### config.mk
export PLATFORM = sky130hd
export DESIGN_NAME = dac_serial_port
export DESIGN_NICKNAME = d
export VERILOG_FILES = /design/src/rtl/sdac_pkg.sv /design/src/rtl/sdac_sync.sv /design/src/rtl/sdac_shifter.sv /design/src/rtl/sdac_loader.sv /design/src/rtl/dac_serial_port.sv
export SDC_FILE = /design/constraint.sdc
export NUM_CORES = 1
export LEC_CHECK = 0
export ABC_CLOCK_PERIOD_IN_PS = 2500
export BUFFER_PORTS_ARGS = -buffer_cell sky130_fd_sc_hd__buf_2
export CAP_MARGIN = 20
export CORE_UTILIZATION = 36
export CTS_CLUSTER_DIAMETER = 100
export DETAILED_ROUTE_END_ITERATION = 16
export GPL_TIMING_DRIVEN = 0
export HOLD_SLACK_MARGIN = 0.03
export PLACE_DENSITY = 0.53
export SYNTH_ARGS = -nofsm -noshare
export SYNTH_HDL_FRONTEND = slang
export SYNTH_SLANG_ARGS = --single-unit
### constraint.sdc
create_clock -name clk -period 2.5 [get_ports clk]
set_clock_uncertainty 0.2 [all_clocks]
set_input_delay 0.125 -clock clk [delete_from_list [all_inputs] [get_ports clk]]
set_output_delay 0.125 -clock clk [all_outputs]
set_load 0.02 [all_outputs]
### src/rtl/sdac_pkg.sv
// Shared types for the serial converter receiver.
// Assumes: nothing beyond IEEE 1800-2017 packages.
package sdac_pkg;

    // Receive state of the frame shifter
    typedef enum logic [1:0] {
        RX_IDLE = 2'd0,   // no frame open
        RX_BUSY = 2'd1,   // frame open, fewer than a full word captured
        RX_FULL = 2'd2    // full word captured, frame sync still low
    } rx_state_t;

endpackage

### src/rtl/sdac_sync.sv
// Multi-stage synchronizer with falling-edge detection on the synchronized level.
// Assumes: inputs are asynchronous levels that stay stable for several clk cycles.
module sdac_sync #(
    parameter int             WIDTH   = 4,
    parameter int             STAGES  = 2,
    parameter logic [WIDTH-1:0] RST_VAL = '1
) (
    input  logic             clk,
    input  logic             rst_n,
    input  logic [WIDTH-1:0] async_in,
    output logic [WIDTH-1:0] level,
    output logic [WIDTH-1:0] fall
);

    logic [WIDTH-1:0] stg [STAGES];
    logic [WIDTH-1:0] prev;

    // First stage: capture the raw asynchronous inputs
    always_ff @(posedge clk) begin
        if (!rst_n) stg[0] <= RST_VAL;
        else        stg[0] <= async_in;
    end

    // Remaining stages: chain of resolution flops
    for (genvar s = 1; s < STAGES; s++) begin : g_stage
        always_ff @(posedge clk) begin
            if (!rst_n) stg[s] <= RST_VAL;
            else        stg[s] <= stg[s-1];
        end
    end

    // Delayed copy of the synchronized level for edge detection
    always_ff @(posedge clk) begin
        if (!rst_n) prev <= RST_VAL;
        else        prev <= stg[STAGES-1];
    end

    assign level = stg[STAGES-1];
    assign fall  = prev & ~stg[STAGES-1];

endmodule

### src/rtl/sdac_shifter.sv
// Frame receiver: opens a frame on a sync falling edge, then shifts one bit per
// serial clock falling edge until a full word is held. Later edges are dropped.
// A sync release before the word is full abandons the frame.
// Assumes: edge strobes are one clk cycle wide and come from sdac_sync.
module sdac_shifter
    import sdac_pkg::*;
#(
    parameter int FRAME_BITS = 16,
    parameter int CNT_W      = $clog2(FRAME_BITS + 1)
) (
    input  logic                  clk,
    input  logic                  rst_n,
    input  logic                  sclk_fall,
    input  logic                  fs_fall,
    input  logic                  fs_lvl,
    input  logic                  data_lvl,
    output logic [FRAME_BITS-1:0] in_reg,
    output logic [CNT_W-1:0]      bit_cnt,
    output logic                  in_prog,
    output logic                  cap_last,
    output logic [FRAME_BITS-1:0] next_word,
    output logic                  frame_done
);

    localparam logic [CNT_W-1:0] LAST_IDX = CNT_W'(FRAME_BITS - 1);

    rx_state_t state;
    logic      shift_en;

    // Decode whether this cycle takes a bit into the word
    always_comb begin
        shift_en = (state == RX_BUSY) && sclk_fall && !fs_fall && !fs_lvl;
    end

    assign in_prog   = (state == RX_BUSY);
    assign next_word = {in_reg[FRAME_BITS-2:0], data_lvl};
    assign cap_last  = shift_en && (bit_cnt == LAST_IDX);

    // Frame state, bit count and completion flag
    always_ff @(posedge clk) begin
        if (!rst_n) begin
            state      <= RX_IDLE;
            bit_cnt    <= '0;
            frame_done <= 1'b0;
        end else if (fs_fall) begin
            state      <= RX_BUSY;
            bit_cnt    <= '0;
            frame_done <= 1'b0;
        end else begin
            case (state)
                RX_BUSY: begin
                    if (fs_lvl) begin
                        state <= RX_IDLE;
                    end else if (shift_en) begin
                        bit_cnt <= bit_cnt + 1'b1;
                        if (bit_cnt == LAST_IDX) begin
                            state      <= RX_FULL;
                            frame_done <= 1'b1;
                        end
                    end
                end
                RX_FULL: begin
                    if (fs_lvl) state <= RX_IDLE;
                end
                default: state <= RX_IDLE;
            endcase
        end
    end

    // Input register: shifts only on accepted bits
    always_ff @(posedge clk) begin
        if (!rst_n)        in_reg <= '0;
        else if (shift_en) in_reg <= next_word;
    end

endmodule

### src/rtl/sdac_loader.sv
// Output register with load arbitration. A full word with the strobe low loads the
// new code. A strobe falling edge outside a frame loads the held code. A strobe
// edge inside a frame is dropped.
// Assumes: strobe level and edge come from sdac_sync; cap_last is one cycle wide.
module sdac_loader #(
    parameter int CODE_BITS = 14
) (
    input  logic                 clk,
    input  logic                 rst_n,
    input  logic                 ld_fall,
    input  logic                 ld_lvl,
    input  logic                 in_prog,
    input  logic                 cap_last,
    input  logic [CODE_BITS-1:0] new_code,
    input  logic [CODE_BITS-1:0] held_code,
    output logic [CODE_BITS-1:0] code_out,
    output logic                 update_pulse
);

    // Arbitrate between the end-of-frame load and the strobe-edge load
    always_ff @(posedge clk) begin
        if (!rst_n) begin
            code_out     <= '0;
            update_pulse <= 1'b0;
        end else if (cap_last && !ld_lvl) begin
            code_out     <= new_code;
            update_pulse <= 1'b1;
        end else if (ld_fall && !in_prog) begin
            code_out     <= held_code;
            update_pulse <= 1'b1;
        end else begin
            update_pulse <= 1'b0;
        end
    end

endmodule

### src/rtl/dac_serial_port.sv
// Top of the serial converter receiver: synchronizes the four asynchronous lines,
// receives 16-bit frames and arbitrates loads of the 14-bit output register.
// Assumes: the serial clock runs at no more than a quarter of clk.
module dac_serial_port #(
    parameter int FRAME_BITS  = 16,
    parameter int CODE_BITS   = 14,
    parameter int SYNC_STAGES = 2
) (
    input  logic                 clk,
    input  logic                 rst_n,
    input  logic                 sclk_in,
    input  logic                 fsync_n_in,
    input  logic                 sdata_in,
    input  logic                 load_n_in,
    output logic [CODE_BITS-1:0] code_out,
    output logic                 update_pulse,
    output logic                 frame_done
);

    localparam int CNT_W = $clog2(FRAME_BITS + 1);

    logic [3:0]            lvl;
    logic [3:0]            edg;
    logic                  sclk_fall, fs_fall, ld_fall;
    logic                  fs_lvl, ld_lvl, data_lvl;
    logic                  unused_data_fall;
    logic [FRAME_BITS-1:0] in_reg;
    logic [FRAME_BITS-1:0] next_word;
    logic [CNT_W-1:0]      bit_cnt;
    logic                  in_prog;
    logic                  cap_last;

    // Bit order: {sclk, fsync, load, data}; idle levels 1,1,1,0
    sdac_sync #(
        .WIDTH  (4),
        .STAGES (SYNC_STAGES),
        .RST_VAL(4'b1110)
    ) u_sync (
        .clk     (clk),
        .rst_n   (rst_n),
        .async_in({sclk_in, fsync_n_in, load_n_in, sdata_in}),
        .level   (lvl),
        .fall    (edg)
    );

    assign sclk_fall        = edg[3];
    assign fs_fall          = edg[2];
    assign ld_fall          = edg[1];
    assign unused_data_fall = edg[0];
    assign fs_lvl           = lvl[2];
    assign ld_lvl           = lvl[1];
    assign data_lvl         = lvl[0];

    sdac_shifter #(
        .FRAME_BITS(FRAME_BITS),
        .CNT_W     (CNT_W)
    ) u_shift (
        .clk       (clk),
        .rst_n     (rst_n),
        .sclk_fall (sclk_fall),
        .fs_fall   (fs_fall),
        .fs_lvl    (fs_lvl),
        .data_lvl  (data_lvl),
        .in_reg    (in_reg),
        .bit_cnt   (bit_cnt),
        .in_prog   (in_prog),
        .cap_last  (cap_last),
        .next_word (next_word),
        .frame_done(frame_done)
    );

    sdac_loader #(
        .CODE_BITS(CODE_BITS)
    ) u_load (
        .clk         (clk),
        .rst_n       (rst_n),
        .ld_fall     (ld_fall),
        .ld_lvl      (ld_lvl),
        .in_prog     (in_prog),
        .cap_last    (cap_last),
        .new_code    (next_word[CODE_BITS-1:0]),
        .held_code   (in_reg[CODE_BITS-1:0]),
        .code_out    (code_out),
        .update_pulse(update_pulse)
    );

endmodule

==> metrics.md <==
| Metric | Value |
|---|---|
| CP peak stage delay | 0.38 ns |
| Crit path launch | u_shift.bit_cnt[0] |
| Syn. warnings | 0 |
| H-Tree Depth | 2 |
| TritonCTS Buffers | 5 |
| Max clock buf depth | 2 |
| Core Box Area | 4720 um^2 |
| Peak VDD IR | 0.000234 V |
| Initial core utilization | 37.3% |
| Most frequent CP cell | ha_1 |
| Mapped Cells | roughly 180 |
| CP delay by family, top | compound AO/OA/AOI/OAI gates |
| Cell variety after synth | 25 |
| Startpoint types | flop |
| Hpwl dp | approximately 2.3 mm |
| Status | finished clean |
| Avg Inst Size Synth | ~9.9 um^2 |
| Worst setup endpoint | u_load.code_out[9] |
| Die Y | 72.0 um |
| Crit path depth | 7 |
| Layout cells sized above 1 | between 15 and 20% |
| Hold Vio Cnt, Final | 0 |
| Sequential power share | 57.1% |
| Fill cell count | 462 |
| Post-Synthesis Cell Area | between 1500 and 2000 um^2 |
| FFs w/ async S/R, synth | 0% |
| Pins Over Slew Limit | 0 |
| Drt wl/cell | between 10 and 15 um |
| Prevailing post-synth register cell | dfxtp_1 |
| Crit share post-route | 91.7% |
| Worst reg2reg endpoint | u_load.code_out[9] |
| ANT cells | 0 |
| Max_slew headroom | 53.8% |
| Clk root buf | clkbuf_8 |
| Synthesized flop and latch total | between 40 and 50 |
| Tightest Hold Check Type | flop to flop |
| Buf/Inv on CP | 1 |
| Clk network pwr share | about two fifths |
| Drt pass-1 iters | 4 |
| Cells resized by post-CTS repair | 0 |
| Reg2Reg Launch Point | u_shift.bit_cnt[0] |
| Pwr Density | 641 nW/um^2 |
| Iteration-0 DRC Markers | 68 |
| Vias in the first global route | about 1200 |
| Worst-margin pin slew | 0.692 ns |
| Syn_nets | around 190 |
| Largest net degree at the start of global routing | 15 |
| Initial antenna violation count | 0 |
| Final WL | roughly 3.3 mm |
| Row cnt | 25 |
| Die area | about 5200 um^2 |
| Nets | between 200 and 250 |
| Gpl congestion | approximately 0.75 |
| Most common cell after layout, fill and taps aside | dfxtp_1 |
| Area delta synth->final | 20.2% |
| GR Util All Layers | around 14% |
| Vias/cell | between 4 and 5 |
| Leakage | about 0.00085 uW |
| Setup TNS | 0 ns |
| RSZ-0062 raised after global routing | false |
| Post-synth EDFFs | 0 |
| Total setup buffers inserted after CTS | 0 |
| Max-Cap Viols | 0 |
| TritonCTS clock tree | yes |
| Internal | 1090 uW |
| Clk Latency, worst-skew pair | approximately 0.29 ns |
| Critical Path AT | around 2.3 ns |
| First-pass GRT wire length | between 5 and 6 mm |
| Seq/Total Area, Yosys | 54.5% |
| Sw Share | 19.8% |
| CP Data Required Time | between 2 and 2.5 ns |
| Combinational power share | under 10% |
| Psw | 269 uW |
| Setup ws final | 0.207 ns |
| Commonest non-fill, non-tap cells in the layout | dfxtp_1 (48), nand2_1 (32), buf_2 (25) |
| Port bufs | 21 |
| R2R cell count | 7 |
| Slowest CP cell | dfxtp_1 |
| Die width | approximately 72 um |
| # clock sinks | 48 |
| Worst-path cell chain | ha_1 -> and3_1 -> ha_1 -> nand3_1 -> a31o_1 -> buf_2 -> a221o_1 |
| DP Worst Slack | about 0.18 ns |
| Fmax achieved | between 400 and 500 MHz |
| Worst-path clk slew | 0.09 ns |
| GRT overflow | 0 |
| DRC errors left | 0 |
| # IOs | 22 |
| Crit-path max FO | 10 |
| Kind of end point of the critical path | flop |
| Vias | between 1000 and 1500 |
| Setup CP Type | flop to flop |
| Setup violations, final | 0 |
| Min cycle time layout | around 2.3 ns |
| Reg2Reg Setup Slack | between 0.2 and 0.25 ns |
| Antenna Nets Post-Route | 0 |
final cells by class:
type                    instances  area (um^2)  share of cell area, %
flip-flops and latches         48          961                   45.4
multi-input cells             118          751                   35.4
repair buffers                 27          165                   7.80
well taps                      67         83.8                   3.96
clock buffers                   6         72.6                   3.43
clock inverters                 2         35.0                   1.65
plain buffers                   8         35.0                   1.65
inverters                       4         15.0                  0.709
Yosys cell counts, drive strengths merged, types with 2 or more instances:
library cell  instances  share of area [%]
nand2b               10                3.6
and3                  2               0.71
a21oi                 4                1.1
nand3                 3               0.85
inv                   4               0.85
buf                   4                1.1
nor3                  2               0.85
clkbuf                4               0.85
nand2                32                6.8
dfxtp                48                 55
a21boi               14                6.0
and2                 18                6.4
ha                    2                1.4
xor2                  2               0.99
a221o                14                8.0
nor2b                 3                1.1
nor2                  5                1.1
routing by layer:
metal	vias to the layer above	part of all wire, %	track usage (%)
met5	-	0	0
met4	0	1.7	5.88
met3	5	3.8	3.75
met2	26	45	22.9
met1	592	49	17.9
li1	678	-	-
metrics by stage:
step | total power [uW] | hold slack (ns) | utilization (%) | instances | instance area [um^2]
2_1_floorplan | 816 | -0.00196 | - | 178 | 1760
3_3_place_gp | 829 | 0.105 | 41.3 | 266 | 1950
3_5_place_dp | 830 | 0.113 | 41.3 | 266 | 1950
4_1_cts | 1380 | 0.213 | 44.8 | 280 | 2120
5_1_grt | 1410 | 0.222 | 44.8 | 280 | 2120
6_report | 1360 | 0.210 | 44.8 | 280 | 2120
worst min path at each step:
stage	start	end	cells after the start
finish	u_sync.stg[0][3]	u_sync.stg[1][3]	1
global route	u_sync.stg[0][3]	u_sync.stg[1][3]	1
CTS	u_sync.stg[0][3]	u_sync.stg[1][3]	1
detailed placement	fsync_n_in	u_sync.stg[0][2]	2
global placement	load_n_in	u_sync.stg[0][1]	2
floorplan	rst_n	u_sync.stg[1][2]	1
power by group through the flow:
stage,sequential [uW],combinational [uW],clock [uW]
detailed placement,793,37.0,0
finish,775,43.1,540
CTS,776,43.7,557
global route,776,47.8,587
floorplan,793,23.1,0
global placement,793,35.6,0
repair_timing:
item                                    CTS  global route
hold buffers                              6             0
endpoints found under the setup margin    0             0
endpoints found under the hold margin     9             0
cell families (layout without fill, tap and decap cells):
logic type / count (synthesis) / after routing / synth area share [%]
compound gates: 36 / 36 / 16.6
xor+xnor: 3 / 3 / 1.49
fa+ha+maj: 2 / 2 / 1.42
buf+inv: 12 / 47 / 2.84
flops: 48 / 48 / 54.5
simple gates: 77 / 77 / 23.1
Power figures use the tool's default switching activity.
